===== config.mk =====
export PLATFORM = sky130hd
export DESIGN_NAME = lnbk_tone_keyer
export DESIGN_NICKNAME = d
export VERILOG_FILES = /design/src/rtl/lnbk_pkg.sv /design/src/rtl/lnbk_us_timer.sv /design/src/rtl/lnbk_bit_shifter.sv /design/src/rtl/lnbk_seq_ctrl.sv /design/src/rtl/lnbk_tone_keyer.sv
export SDC_FILE = /design/constraint.sdc
export NUM_CORES = 1
export LEC_CHECK = 0
export ABC_AREA = 1
export CAP_MARGIN = 40
export CORE_MARGIN = 4
export CORE_UTILIZATION = 56
export CTS_CLUSTER_DIAMETER = 30
export DETAILED_ROUTE_END_ITERATION = 12
export PLACE_DENSITY = 0.79
export SYNTH_ARGS = -nofsm -noshare
export SYNTH_HDL_FRONTEND = slang
export SYNTH_SLANG_ARGS = --single-unit

===== constraint.sdc =====
create_clock -name clk -period 5.5 [get_ports clk]
set_clock_uncertainty 0.1 [all_clocks]
set_input_delay 0.825 -clock clk [delete_from_list [all_inputs] [get_ports clk]]
set_output_delay 0.825 -clock clk [all_outputs]
set_load 0.03 [all_outputs]

===== src/rtl/lnbk_pkg.sv =====
package lnbk_pkg;

  typedef enum logic [2:0] {
    ST_IDLE,
    ST_LEAD,
    ST_MARK,
    ST_SPACE,
    ST_TRAIL,
    ST_TONE,
    ST_SETTLE
  } lnbk_state_e;

  localparam logic [1:0] BURST_NONE = 2'b00;
  localparam logic [1:0] BURST_TONE = 2'b01;
  localparam logic [1:0] BURST_BYTE = 2'b10;

  function automatic int unsigned max2(input int unsigned a, input int unsigned b);
    return (a > b) ? a : b;
  endfunction

endpackage


===== src/rtl/lnbk_us_timer.sv =====
module lnbk_us_timer #(
  parameter int unsigned TICKS_PER_US = 100,
  parameter int unsigned US_W         = 16
) (
  input  logic            clk,
  input  logic            rst_n,
  input  logic            restart,
  input  logic            run,
  input  logic [US_W-1:0] target_us,
  output logic            expire
);

  localparam int unsigned PRE_W = (TICKS_PER_US > 1) ? $clog2(TICKS_PER_US) : 1;
  localparam logic [PRE_W-1:0] PRE_LAST = PRE_W'(TICKS_PER_US - 1);

  logic [PRE_W-1:0] pre_q, pre_nxt;
  logic [US_W-1:0]  us_q, us_nxt;
  logic             cnt_en;

  assign cnt_en = restart | run;

  always_comb begin
    pre_nxt = pre_q;
    us_nxt  = us_q;
    if (restart) begin
      pre_nxt = '0;
      us_nxt  = '0;
    end else if (pre_q == PRE_LAST) begin
      pre_nxt = '0;
      us_nxt  = us_q + 1'b1;
    end else begin
      pre_nxt = pre_q + 1'b1;
    end
  end

  always_ff @(posedge clk or negedge rst_n) begin
    if (!rst_n) begin
      pre_q <= '0;
      us_q  <= '0;
    end else if (cnt_en) begin
      pre_q <= pre_nxt;
      us_q  <= us_nxt;
    end
  end

  assign expire = (pre_q == PRE_LAST) && (us_q == target_us - 1'b1);


  within_target_chk: assert property (@(posedge clk) disable iff (!rst_n)
    run |-> (us_q < target_us));

endmodule


===== src/rtl/lnbk_bit_shifter.sv =====
module lnbk_bit_shifter #(
  parameter int unsigned MAX_LEN = 10,
  parameter int unsigned LEN_W   = 5
) (
  input  logic                 clk,
  input  logic                 rst_n,
  input  logic                 capture,
  input  logic [LEN_W-1:0]     cap_len,
  input  logic [MAX_LEN*8-1:0] cap_bytes,
  input  logic                 arm_ff,
  input  logic                 step,
  output logic                 cur_bit,
  output logic                 byte_end,
  output logic                 last_byte,
  output logic                 has_bytes
);

  logic [MAX_LEN*8-1:0] buf_q;
  logic [LEN_W-1:0]     len_q, len_nxt, idx_q, idx_nxt;
  logic [3:0]           bit_q, bit_nxt;
  logic                 par_q, par_nxt;
  logic                 ff_q, ff_nxt;
  logic [7:0]           lane_byte, cur_byte;
  logic                 seq_en;

  genvar g;
  generate
    for (g = 0; g < MAX_LEN; g++) begin : g_lane
      always_ff @(posedge clk or negedge rst_n) begin
        if (!rst_n) begin
          buf_q[g*8 +: 8] <= '0;
        end else if (capture) begin
          buf_q[g*8 +: 8] <= cap_bytes[g*8 +: 8];
        end
      end
    end
  endgenerate

  always_comb begin
    lane_byte = '0;
    for (int k = 0; k < MAX_LEN; k++) begin
      if (idx_q == LEN_W'(k)) lane_byte = buf_q[k*8 +: 8];
    end
  end

  assign cur_byte  = ff_q ? 8'hFF : lane_byte;
  assign byte_end  = (bit_q == 4'd8);
  assign cur_bit   = byte_end ? par_q : cur_byte[3'd7 - bit_q[2:0]];
  assign has_bytes = (len_q != '0);
  assign last_byte = (idx_q == len_q - 1'b1);
  assign seq_en    = capture | arm_ff | step;

  always_comb begin
    len_nxt = len_q;
    idx_nxt = idx_q;
    bit_nxt = bit_q;
    par_nxt = par_q;
    ff_nxt  = ff_q;
    if (capture) begin
      len_nxt = (cap_len > LEN_W'(MAX_LEN)) ? LEN_W'(MAX_LEN) : cap_len;
      idx_nxt = '0;
      bit_nxt = '0;
      par_nxt = 1'b1;
      ff_nxt  = 1'b0;
    end else if (arm_ff) begin
      bit_nxt = '0;
      par_nxt = 1'b1;
      ff_nxt  = 1'b1;
    end else if (step) begin
      if (byte_end) begin
        bit_nxt = '0;
        par_nxt = 1'b1;
        idx_nxt = idx_q + 1'b1;
      end else begin
        bit_nxt = bit_q + 1'b1;
        par_nxt = par_q ^ cur_bit;
      end
    end
  end

  always_ff @(posedge clk or negedge rst_n) begin
    if (!rst_n) begin
      len_q <= '0;
      idx_q <= '0;
      bit_q <= '0;
      par_q <= 1'b1;
      ff_q  <= 1'b0;
    end else if (seq_en) begin
      len_q <= len_nxt;
      idx_q <= idx_nxt;
      bit_q <= bit_nxt;
      par_q <= par_nxt;
      ff_q  <= ff_nxt;
    end
  end


  odd_parity_chk: assert property (@(posedge clk) disable iff (!rst_n)
    byte_end |-> ($countones({cur_byte, par_q}) % 2 == 1));


  len_clamp_chk: assert property (@(posedge clk) disable iff (!rst_n)
    len_q <= LEN_W'(MAX_LEN));

endmodule


===== src/rtl/lnbk_seq_ctrl.sv =====
module lnbk_seq_ctrl
  import lnbk_pkg::*;
#(
  parameter int unsigned US_W          = 16,
  parameter int unsigned BIT_SHORT_US  = 500,
  parameter int unsigned BIT_LONG_US   = 1000,
  parameter int unsigned GAP_US        = 16000,
  parameter int unsigned TONE_BURST_US = 12500,
  parameter int unsigned SETTLE_US     = 20000
) (
  input  logic            clk,
  input  logic            rst_n,
  input  logic            start,
  input  logic [1:0]      burst_sel,
  input  logic            tone_en,
  input  logic            expire,
  input  logic            cur_bit,
  input  logic            byte_end,
  input  logic            last_byte,
  input  logic            has_bytes,
  output logic            capture,
  output logic            arm_ff,
  output logic            step,
  output logic            restart,
  output logic            run,
  output logic [US_W-1:0] target_us,
  output logic            gate,
  output logic            busy,
  output logic            done
);

  localparam logic [US_W-1:0] SHORT_D  = US_W'(BIT_SHORT_US);
  localparam logic [US_W-1:0] LONG_D   = US_W'(BIT_LONG_US);
  localparam logic [US_W-1:0] GAP_D    = US_W'(GAP_US);
  localparam logic [US_W-1:0] TONE_D   = US_W'(TONE_BURST_US);
  localparam logic [US_W-1:0] SETTLE_D = US_W'(SETTLE_US);

  lnbk_state_e state_q, state_nxt;
  logic [1:0]  burst_q, burst_nxt;
  logic        inb_q, inb_nxt;
  logic        gate_q, gate_nxt;
  logic        done_q, done_nxt;

  always_comb begin
    state_nxt = state_q;
    burst_nxt = burst_q;
    inb_nxt   = inb_q;
    capture   = 1'b0;
    arm_ff    = 1'b0;
    step      = 1'b0;
    case (state_q)
      ST_IDLE: begin
        if (start) begin
          state_nxt = ST_LEAD;
          capture   = 1'b1;
          burst_nxt = burst_sel;
          inb_nxt   = 1'b0;
        end
      end
      ST_LEAD: begin
        if (expire) state_nxt = has_bytes ? ST_MARK : ST_TRAIL;
      end
      ST_MARK: begin
        if (expire) state_nxt = ST_SPACE;
      end
      ST_SPACE: begin
        if (expire) begin
          if (!byte_end) begin
            step      = 1'b1;
            state_nxt = ST_MARK;
          end else if (inb_q) begin
            state_nxt = ST_SETTLE;
          end else if (last_byte) begin
            state_nxt = ST_TRAIL;
          end else begin
            step      = 1'b1;
            state_nxt = ST_MARK;
          end
        end
      end
      ST_TRAIL: begin
        if (expire) begin
          case (burst_q)
            BURST_TONE: state_nxt = ST_TONE;
            BURST_BYTE: begin
              arm_ff    = 1'b1;
              inb_nxt   = 1'b1;
              state_nxt = ST_MARK;
            end
            default:    state_nxt = ST_IDLE;
          endcase
        end
      end
      ST_TONE: begin
        if (expire) state_nxt = ST_SETTLE;
      end
      ST_SETTLE: begin
        if (expire) state_nxt = ST_IDLE;
      end
      default: state_nxt = ST_IDLE;
    endcase
  end

  always_comb begin
    case (state_q)
      ST_MARK:   target_us = cur_bit ? SHORT_D : LONG_D;
      ST_SPACE:  target_us = cur_bit ? LONG_D : SHORT_D;
      ST_TONE:   target_us = TONE_D;
      ST_SETTLE: target_us = SETTLE_D;
      default:   target_us = GAP_D;
    endcase
  end

  assign restart  = (state_nxt != state_q);
  assign run      = (state_q != ST_IDLE);
  assign gate_nxt = (state_nxt == ST_MARK) || (state_nxt == ST_TONE) ||
                    ((state_nxt == ST_IDLE) && tone_en);
  assign done_nxt = (state_q != ST_IDLE) && (state_nxt == ST_IDLE);

  always_ff @(posedge clk or negedge rst_n) begin
    if (!rst_n) begin
      state_q <= ST_IDLE;
      burst_q <= BURST_NONE;
      inb_q   <= 1'b0;
      gate_q  <= 1'b0;
      done_q  <= 1'b0;
    end else begin
      state_q <= state_nxt;
      burst_q <= burst_nxt;
      inb_q   <= inb_nxt;
      gate_q  <= gate_nxt;
      done_q  <= done_nxt;
    end
  end

  assign gate = gate_q;
  assign busy = (state_q != ST_IDLE);
  assign done = done_q;


  done_single_chk: assert property (@(posedge clk) disable iff (!rst_n)
    done_q |=> !done_q);


  start_ignored_chk: assert property (@(posedge clk) disable iff (!rst_n)
    (state_q != ST_IDLE && start) |=> $stable(burst_q));


  quiet_low_chk: assert property (@(posedge clk) disable iff (!rst_n)
    (state_q inside {ST_LEAD, ST_TRAIL, ST_SETTLE}) |-> !gate_q);


  tone_high_chk: assert property (@(posedge clk) disable iff (!rst_n)
    (state_q == ST_TONE) |-> gate_q);

endmodule


===== src/rtl/lnbk_tone_keyer.sv =====
module lnbk_tone_keyer
  import lnbk_pkg::*;
#(
  parameter int unsigned TICKS_PER_US  = 100,
  parameter int unsigned MAX_LEN       = 10,
  parameter int unsigned BIT_SHORT_US  = 500,
  parameter int unsigned BIT_LONG_US   = 1000,
  parameter int unsigned GAP_US        = 16000,
  parameter int unsigned TONE_BURST_US = 12500,
  parameter int unsigned SETTLE_US     = 20000,
  localparam int unsigned LEN_W        = $clog2(MAX_LEN + 1) + 1
) (
  input  logic                 clk,
  input  logic                 rst_n,
  input  logic                 start,
  input  logic [LEN_W-1:0]     msg_len,
  input  logic [MAX_LEN*8-1:0] msg_bytes,
  input  logic [1:0]           burst_sel,
  input  logic                 tone_en,
  output logic                 gate,
  output logic                 busy,
  output logic                 done
);

  localparam int unsigned MAX_US = max2(max2(max2(BIT_SHORT_US, BIT_LONG_US),
                                             max2(GAP_US, TONE_BURST_US)), SETTLE_US);
  localparam int unsigned US_W   = $clog2(MAX_US + 1);

  logic [1:0]      rst_sync_q;
  logic            rst_int_n;
  logic            capture, arm_ff, step, restart, run, expire;
  logic            cur_bit, byte_end, last_byte, has_bytes;
  logic [US_W-1:0] target_us;
  logic            past_ok_q;

  always_ff @(posedge clk or negedge rst_n) begin
    if (!rst_n) rst_sync_q <= 2'b00;
    else        rst_sync_q <= {rst_sync_q[0], 1'b1};
  end
  assign rst_int_n = rst_sync_q[1];

  lnbk_seq_ctrl #(
    .US_W          (US_W),
    .BIT_SHORT_US  (BIT_SHORT_US),
    .BIT_LONG_US   (BIT_LONG_US),
    .GAP_US        (GAP_US),
    .TONE_BURST_US (TONE_BURST_US),
    .SETTLE_US     (SETTLE_US)
  ) ctrl_i (
    .clk       (clk),
    .rst_n     (rst_int_n),
    .start     (start),
    .burst_sel (burst_sel),
    .tone_en   (tone_en),
    .expire    (expire),
    .cur_bit   (cur_bit),
    .byte_end  (byte_end),
    .last_byte (last_byte),
    .has_bytes (has_bytes),
    .capture   (capture),
    .arm_ff    (arm_ff),
    .step      (step),
    .restart   (restart),
    .run       (run),
    .target_us (target_us),
    .gate      (gate),
    .busy      (busy),
    .done      (done)
  );

  lnbk_us_timer #(
    .TICKS_PER_US (TICKS_PER_US),
    .US_W         (US_W)
  ) timer_i (
    .clk       (clk),
    .rst_n     (rst_int_n),
    .restart   (restart),
    .run       (run),
    .target_us (target_us),
    .expire    (expire)
  );

  lnbk_bit_shifter #(
    .MAX_LEN (MAX_LEN),
    .LEN_W   (LEN_W)
  ) shift_i (
    .clk       (clk),
    .rst_n     (rst_int_n),
    .capture   (capture),
    .cap_len   (msg_len),
    .cap_bytes (msg_bytes),
    .arm_ff    (arm_ff),
    .step      (step),
    .cur_bit   (cur_bit),
    .byte_end  (byte_end),
    .last_byte (last_byte),
    .has_bytes (has_bytes)
  );

  always_ff @(posedge clk or negedge rst_int_n) begin
    if (!rst_int_n) past_ok_q <= 1'b0;
    else            past_ok_q <= 1'b1;
  end


  idle_gate_chk: assert property (@(posedge clk) disable iff (!rst_int_n)
    (past_ok_q && !busy) |-> (gate == $past(tone_en)));


  done_idle_chk: assert property (@(posedge clk) disable iff (!rst_int_n)
    done |-> (!busy && $past(busy)));

endmodule


# Word level (Yosys, flattened, before mapping)
# Cells that the tools add are included.
[op_classes] addsub=7 order_cmp=2 eq_ne=28 n_mux=63 bitwise_logic=4 reduce_logical=23
[op_table] cell="$mux 8" n=11
[op_table] cell="$pmux 15 s4" n=1
[op_table] cell="$mux 3" n=11
[op_table] cell="$mux 15" n=2
[op_table] cell="$mux 5" n=5
[op_table] cell="$mux 1" n=21
[op_table] cell="$pmux 3 s7" n=1
[op_table] cell="$eq 5x3->1 const B" n=4
[op_table] cell="$mux 10" n=2
[op_table] cell="$mux 4" n=4
[op_table] cell="$add 15x1->15 const B" n=1
[op_table] cell="$eq 15x15->1" n=1
[op_table] cell="$sub 15x1->15 const B" n=1
[op_table] cell="$mux 7" n=2
[op_table] cell="$eq 3x3->1 const B" n=4
[op_table] cell="$eq 5x2->1 const B" n=2
[op_table] cell="$eq 5x4->1 const B" n=2
[op_table] cell="$reduce_and 2->1" n=5
[op_table] cell="$reduce_bool 2->1" n=5
[op_table] cell="$eq 3x2->1 const B" n=3
[op_table] cell="$reduce_and 4->1" n=2
[op_table] cell="$add 7x1->7 const B" n=1
[op_table] cell="$eq 7x7->1 const B" n=1
[op_table] cell="$logic_not 3->1" n=2
[op_table] cell="25 further kinds" n=33
[word_totals] reg_bits=128 input_bits=91 output_inout_bits=3

# Depth between registers and ports, before layout
[depth] word_depth=25 mapped_depth=45 mapped_depth_nobuf=44

# Modules after synthesis
# Synthesis repeated with hierarchy kept, for this count alone.
[hier_totals] hier_cells=1091 area_unflattened_um2=7641.1
[modules_own_cells] mod="lnbk_bit_shifter" n_inst=1 cells_per_inst=697 area_each_um2=5028.6 seq_area_each_um2=2403.6
[modules_own_cells] mod="lnbk_us_timer" n_inst=1 cells_per_inst=280 area_each_um2=1844.3 seq_area_each_um2=550.5
[modules_own_cells] mod="lnbk_seq_ctrl" n_inst=1 cells_per_inst=111 area_each_um2=714.4 seq_area_each_um2=200.2
[modules_own_cells] mod="lnbk_tone_keyer" n_inst=1 cells_per_inst=3 area_each_um2=53.8 seq_area_each_um2=50.0

# Least setup slack after synthesis
# No wires, ideal clock.
[synth_timing] path_type="register to register" from="register shift_i.idx_q[1]" to="register timer_i.pre_q[3]" setup_time_ps=120 t_arrival_ps=4330 required_time_ps=5280 path_slack_ps=950 stages_incl_launch_ff=39 n_path_buf=2 synth_period_minus_slack_ps=4550 cell_sequence="dfrtp_1 -> inv_1 -> ha_1 -> inv_1 -> nor2_2 -> nand2_1 -> buf_2 -> o21ai_0 -> inv_1 -> nand2_1 -> nand2_1 -> nand2_1 -> nand2_1 -> nand2_1 -> nand2_1 -> nand3_2 -> nand3_2 -> nand2_2 -> [... 3 more ...] -> nor2_2 -> inv_1 -> ha_1 -> nand2_1 -> inv_1 -> nor4_1 -> o2111ai_1 -> nor4_1 -> nand3_1 -> nor2_4 -> nand4_1 -> a21oi_1 -> nand3_2 -> nand2_4 -> inv_2 -> buf_6 -> nand3_1 -> nand2_1"
[synth_between] elab_chain_len=24
[synth_lines] element="start: declaration" line_no="lnbk_bit_shifter.sv:19" text="logic [LEN_W-1:0] len_q, len_nxt, idx_q, idx_nxt;"
[synth_lines] element="start signal: assignment" line_no="lnbk_bit_shifter.sv:90" text="idx_q <= idx_nxt;"
[synth_lines] element="$logic_not 5->1" line_no="lnbk_bit_shifter.sv:42" text="if (idx_q == LEN_W'(k)) lane_byte = buf_q[k*8 +: 8];"
[synth_lines] element="$mux 8 (10 in a row)" line_no="lnbk_bit_shifter.sv:42"
[synth_lines] element="$mux 8" line_no="lnbk_bit_shifter.sv:46" text="assign cur_byte = ff_q ? 8'hFF : lane_byte;"
[synth_lines] element="$bmux 1 s3" line_no="lnbk_bit_shifter.sv:48" text="assign cur_bit = byte_end ? par_q : cur_byte[3'd7 - bit_q[2:0]];"
[synth_lines] element="$mux 1 (not written as such)" line_no="lnbk_bit_shifter.sv:48"
[synth_lines] element="$mux 1" line_no="lnbk_bit_shifter.sv:48"
[synth_lines] element="$mux 10, on equally long branches" line_no="lnbk_seq_ctrl.sv:107, lnbk_seq_ctrl.sv:106"
[synth_lines] element="$pmux 15 s4" line_no="lnbk_seq_ctrl.sv:105" text="case (state_q)"
[synth_lines] element="$sub 15x1->15" line_no="lnbk_us_timer.sv:46" text="assign expire = (pre_q == PRE_LAST) && (us_q == target_us - 1'b1);"
[synth_lines] element="$eq 15x15->1" line_no="lnbk_us_timer.sv:46"
[synth_lines] element="$logic_and 1x1->1" line_no="lnbk_us_timer.sv:46"
[synth_lines] element="$mux 3 (tied with other cells)" line_no="lnbk_seq_ctrl.sv:98" text="if (expire) state_nxt = ST_IDLE;"
[synth_lines] element="$pmux 3 s7 *" line_no="lnbk_seq_ctrl.sv:51" text="case (state_q)"
[synth_lines] element="$ne 3x3->1 *" line_no="lnbk_seq_ctrl.sv:114" text="assign restart = (state_nxt != state_q);"
[synth_lines] element="$mux 7 / $or 1x1->1 (equally long branches)" line_no="lnbk_us_timer.sv:25, lnbk_us_timer.sv:20"
[synth_lines] element="end signal: assignment" line_no="lnbk_us_timer.sv:41" text="pre_q <= pre_nxt;"
[synth_lines] element="end: declaration" line_no="lnbk_us_timer.sv:16" text="logic [PRE_W-1:0] pre_q, pre_nxt;"
# Every way passes the cells marked *; elsewhere a longest branch is shown, timed or not. The select of a mux whose other input is x is not followed.
# A chain may end at the register's enable or synchronous reset.

# Final worst setup path
[layout_timing] from="register shift_i.idx_q[0]" to="register timer_i.us_q[10]"
[layout_between] elab_chain_len=25
[layout_lines] element="$logic_not 5->1" line_no="lnbk_bit_shifter.sv:42"
[layout_lines] element="$mux 8 (10 in a row)" line_no="lnbk_bit_shifter.sv:42"
[layout_lines] element="$mux 8" line_no="lnbk_bit_shifter.sv:46"
[layout_lines] element="$bmux 1 s3" line_no="lnbk_bit_shifter.sv:48"
[layout_lines] element="$mux 1 (not written as such)" line_no="lnbk_bit_shifter.sv:48"
[layout_lines] element="$mux 1" line_no="lnbk_bit_shifter.sv:48"
[layout_lines] element="$mux 10, on equally long branches" line_no="lnbk_seq_ctrl.sv:107, lnbk_seq_ctrl.sv:106"
[layout_lines] element="$pmux 15 s4" line_no="lnbk_seq_ctrl.sv:105"
[layout_lines] element="$sub 15x1->15" line_no="lnbk_us_timer.sv:46"
[layout_lines] element="$eq 15x15->1" line_no="lnbk_us_timer.sv:46"
[layout_lines] element="$logic_and 1x1->1" line_no="lnbk_us_timer.sv:46"
[layout_lines] element="$mux 3 (tied with other cells)" line_no="lnbk_seq_ctrl.sv:98"
[layout_lines] element="$pmux 3 s7 *" line_no="lnbk_seq_ctrl.sv:51"
[layout_lines] element="$ne 3x3->1 *" line_no="lnbk_seq_ctrl.sv:114"
[layout_lines] element="$reduce_bool 2->1 (no source line) / $or 1x1->1 (equally long branches)"
[layout_lines] element="$reduce_and 2->1 (no source line)"
[layout_lines] element="end signal: assignment" line_no="lnbk_us_timer.sv:42" text="us_q <= us_nxt;"
[layout_lines] element="end: declaration" line_no="lnbk_us_timer.sv:17" text="logic [US_W-1:0] us_q, us_nxt;"
# Marks and branches as above.

==> out/results.ini <==
[worst_setup_path]
cp_slowest_stage_delay_ns = 0.45
slowest_stage = dfrtp_2
reg2reg_to = timer_i.us_q[10]
cp-start-kind = flip-flop
arrival_ns = 5.44
reg2reg_slack_ns = 0.26
critPathMostFrequentCell = nand2_1
crit_path_end_kind = flip-flop
crit_fanout = 8
reg2reg_from = shift_i.idx_q[0]
required_ns = 5.70
rr_worst_depth = 41
path_class = reg2reg

[routing]
viasPerCell = 5.25
wl_per_cell_um = 14.2
via_count = 7143
top_layer = met4
drtIter0Drc = 510
drt_wl_total_um = 19400
wl_met1_um = 8650
ant_nets = 0
wl_met2_um = 9130
wl_met3_um = 1210
drc = 0
first_pass_iters = 6

[sta]
hold_viol = 0
drv_slew = 0
setup-violations-final = 0
min_period_ns = 5.24
setup_slack_ns = 0.261
period_share_pct = 95.3
whs_ns = 0.165
fmax_ghz = 0.191
tightest_slew_ns = 0.775
slew_headroom_pct = 48.3
fin_setup_tns_ns = 0

[placed_design]
port_buffers = 93
dp_hpwl_um = 12700
dp_cells = 1304
gp_congestion = 0.939
postPlaceCellArea_um2 = 8590
dp_slack_ns = 0.0420

[logic_synthesis]
synthCells = 1065
yosysTopAreaCell = dfrtp_1
synth-async-reset-ratio_pct = 100
netlist.area_leader.share_pct = 42.2
synth_area_leaders = dfrtp_1, nand2_1, inv_1
ys_ff_latch = 128
synth_ff_type = dfrtp_1
netlist_area_um2 = 7530
synth_area_per_cell_um2 = 7.07
ys_warn_count = 0
synth-edff-count = 0
synth_most_common_cell = nand2_1
syn_nets = 1168
yosysSeqAreaShare_pct = 42.5
yosysUniqueCellTypes = 45
netlist_top_cells_count = nand2_1, dfrtp_1, inv_1

[finish]
stdcell_count = 1360
diodes = 0
final_area_um2 = 9690
syn_to_final_growth_pct = 28.6
drive_above_1_share_pct = 12.8
regArea_um2 = 3210
multi_input_area_um2 = 3950
nFillCells = 982
final_nets = 1274

[status]
status = completed

[global_route]
track_usage_pct = 24.7
grt_pass1_vias = 6641
antenna_found_initial = 0
gr-total-overflow = 0
grt_pass1_wl_um = 30400
grt_start_max_net_pins = 88

[clock_network]
clockBufferDepth = 2
clock-root-buffer = clkbuf_16
htreeDepth = 4
clkLatencyLatePin_ns = 0.42
cts.sinks = 128
cts_hold_buf = 0
numCtsBuffers = 17
cts_tree = yes
cts.clk_slew.worst_paths_ns = 0.06

[flow_run]
maxCapViolations = 0

[die]
dieArea_um2 = 15400
num_rows = 42
die_h_um = 124
coreArea_um2 = 13200
num_io_pins = 94
dieWidth_um = 124
start_util_pct = 57.1

[hold_path]
worstHoldPathType = reg2async

[pwr]
power-per-cell-area_nw_per_um2 = 489
ir_drop_mv = 0.306
p_leak_uw = 0.00494

-- kinds of logic after synthesis --
| logic type | share of synthesized area, % |
|---|---|
| flip-flops | 42.5 |
| other | 0.0498 |
| AND/OR/NAND/NOR | 36.9 |
| adder cells (fa/ha/maj) | 1.99 |
| AO/OA/AOI/OAI | 6.79 |
| buffers and inverters | 8.95 |
| XOR/XNOR | 2.79 |
-- metal layers --
metal | up-vias | global-route usage [%]
met2 | 239 | 40.6
li1 | 3567 | -
met5 | - | 0
met4 | 0 | 6.37
met1 | 3300 | 32.9
met3 | 37 | 6.40
-- sequential cells by signal, summed over array words and instances, names as in the netlist --
name,count
shift_i.buf_q,80
timer_i.pre_q,7
ctrl_i.burst_q,2
rst_sync_q,2
ctrl_i.state_q,3
ctrl_i.done,1
shift_i.ff_q,1
shift_i.bit_q,4
ctrl_i.inb_q,1
shift_i.len_q,5
shift_i.par_q,1
ctrl_i.gate,1
timer_i.us_q,15
shift_i.idx_q,5
-- worst max-delay path: cells and delay by family, from the launching register on --
| family | cells | cell delay (ns) |
|---|---|---|
| AO/OA/AOI/OAI | 2 | 0.27 |
| adder cells (fa/ha/maj) | 2 | 0.33 |
| buffers and inverters | 7 | 0.81 |
| flip-flops | 1 | 0.45 |
| AND/OR/NAND/NOR | 30 | 3.15 |
-- area by class of cell --
cell class	count	share of cell area, %
clock buffer	23	4.83
multi-input combinational	776	40.8
tap	176	2.27
timing repair buffer	123	12.6
sequential	128	33.1
inverter	125	5.02
clock inverter	9	1.37
-- cell usage in the layout, fill, tap and decap left out, types with 4 or more instances in the layout --
cell type / Yosys / layout
a21oi_1: 9 / 8
buf_4: 1 / 24
clkbuf_1: 24 / 4
clkbuf_16: 0 / 18
clkdlybuf4s50_1: 0 / 93
dfrtp_1: 127 / 123
ha_1: 12 / 8
inv_1: 115 / 108
inv_2: 8 / 9
inv_4: 0 / 5
nand2_1: 458 / 444
nand2_2: 9 / 17
nand2_4: 4 / 10
nand3_1: 75 / 61
nand3_2: 5 / 18
nand4_1: 16 / 16
nor2_1: 55 / 53
nor2_4: 4 / 8
nor3_1: 9 / 9
o2111ai_1: 18 / 18
o21ai_0: 32 / 31
o21ai_1: 6 / 7
or2_0: 5 / 5
xnor2_1: 8 / 8
xor2_1: 16 / 16
-- timing repair --
item	CTS	global route
resized for setup	1	77
buffers inserted	0	20
setup endpoints to repair	1	35
gates cloned	0	4
pin swaps	0	38
-- how the worst max path moves through the flow --
stage                     startpoint  depth (start not counted)  slack (ns)                to
finish              shift_i.idx_q[0]                         41        0.26  timer_i.us_q[10]
global route        shift_i.idx_q[0]                         44       -0.19  timer_i.us_q[12]
CTS                 shift_i.idx_q[1]                         41        0.07  timer_i.pre_q[0]
detailed placement  shift_i.idx_q[1]                         40        0.04  timer_i.us_q[13]
global placement    shift_i.idx_q[1]                         40        0.11   timer_i.us_q[8]
floorplan           shift_i.idx_q[1]                         38        0.95  timer_i.pre_q[3]
-- power by group --
part / total [µW] / internal, µW / switching, µW / leakage [µW]
Clock: 1150 / 736 / 412 / 0.000287
Combinational: 2020 / 805 / 1210 / 0.00303
Sequential: 1570 / 1310 / 266 / 0.00162
Total: 4740 / 2850 / 1890 / 0.00494
-- metrics by stage --
step | power, µW | utilization, %
after floorplan | 2740 | -
after global placement | 3110 | 64.7
after detailed placement | 3150 | 65.1
after CTS | 4340 | 69.7
after global routing | 5080 | 73.5
final | 4740 | 73.5
Note: power is estimated with default switching activity, not from simulation.
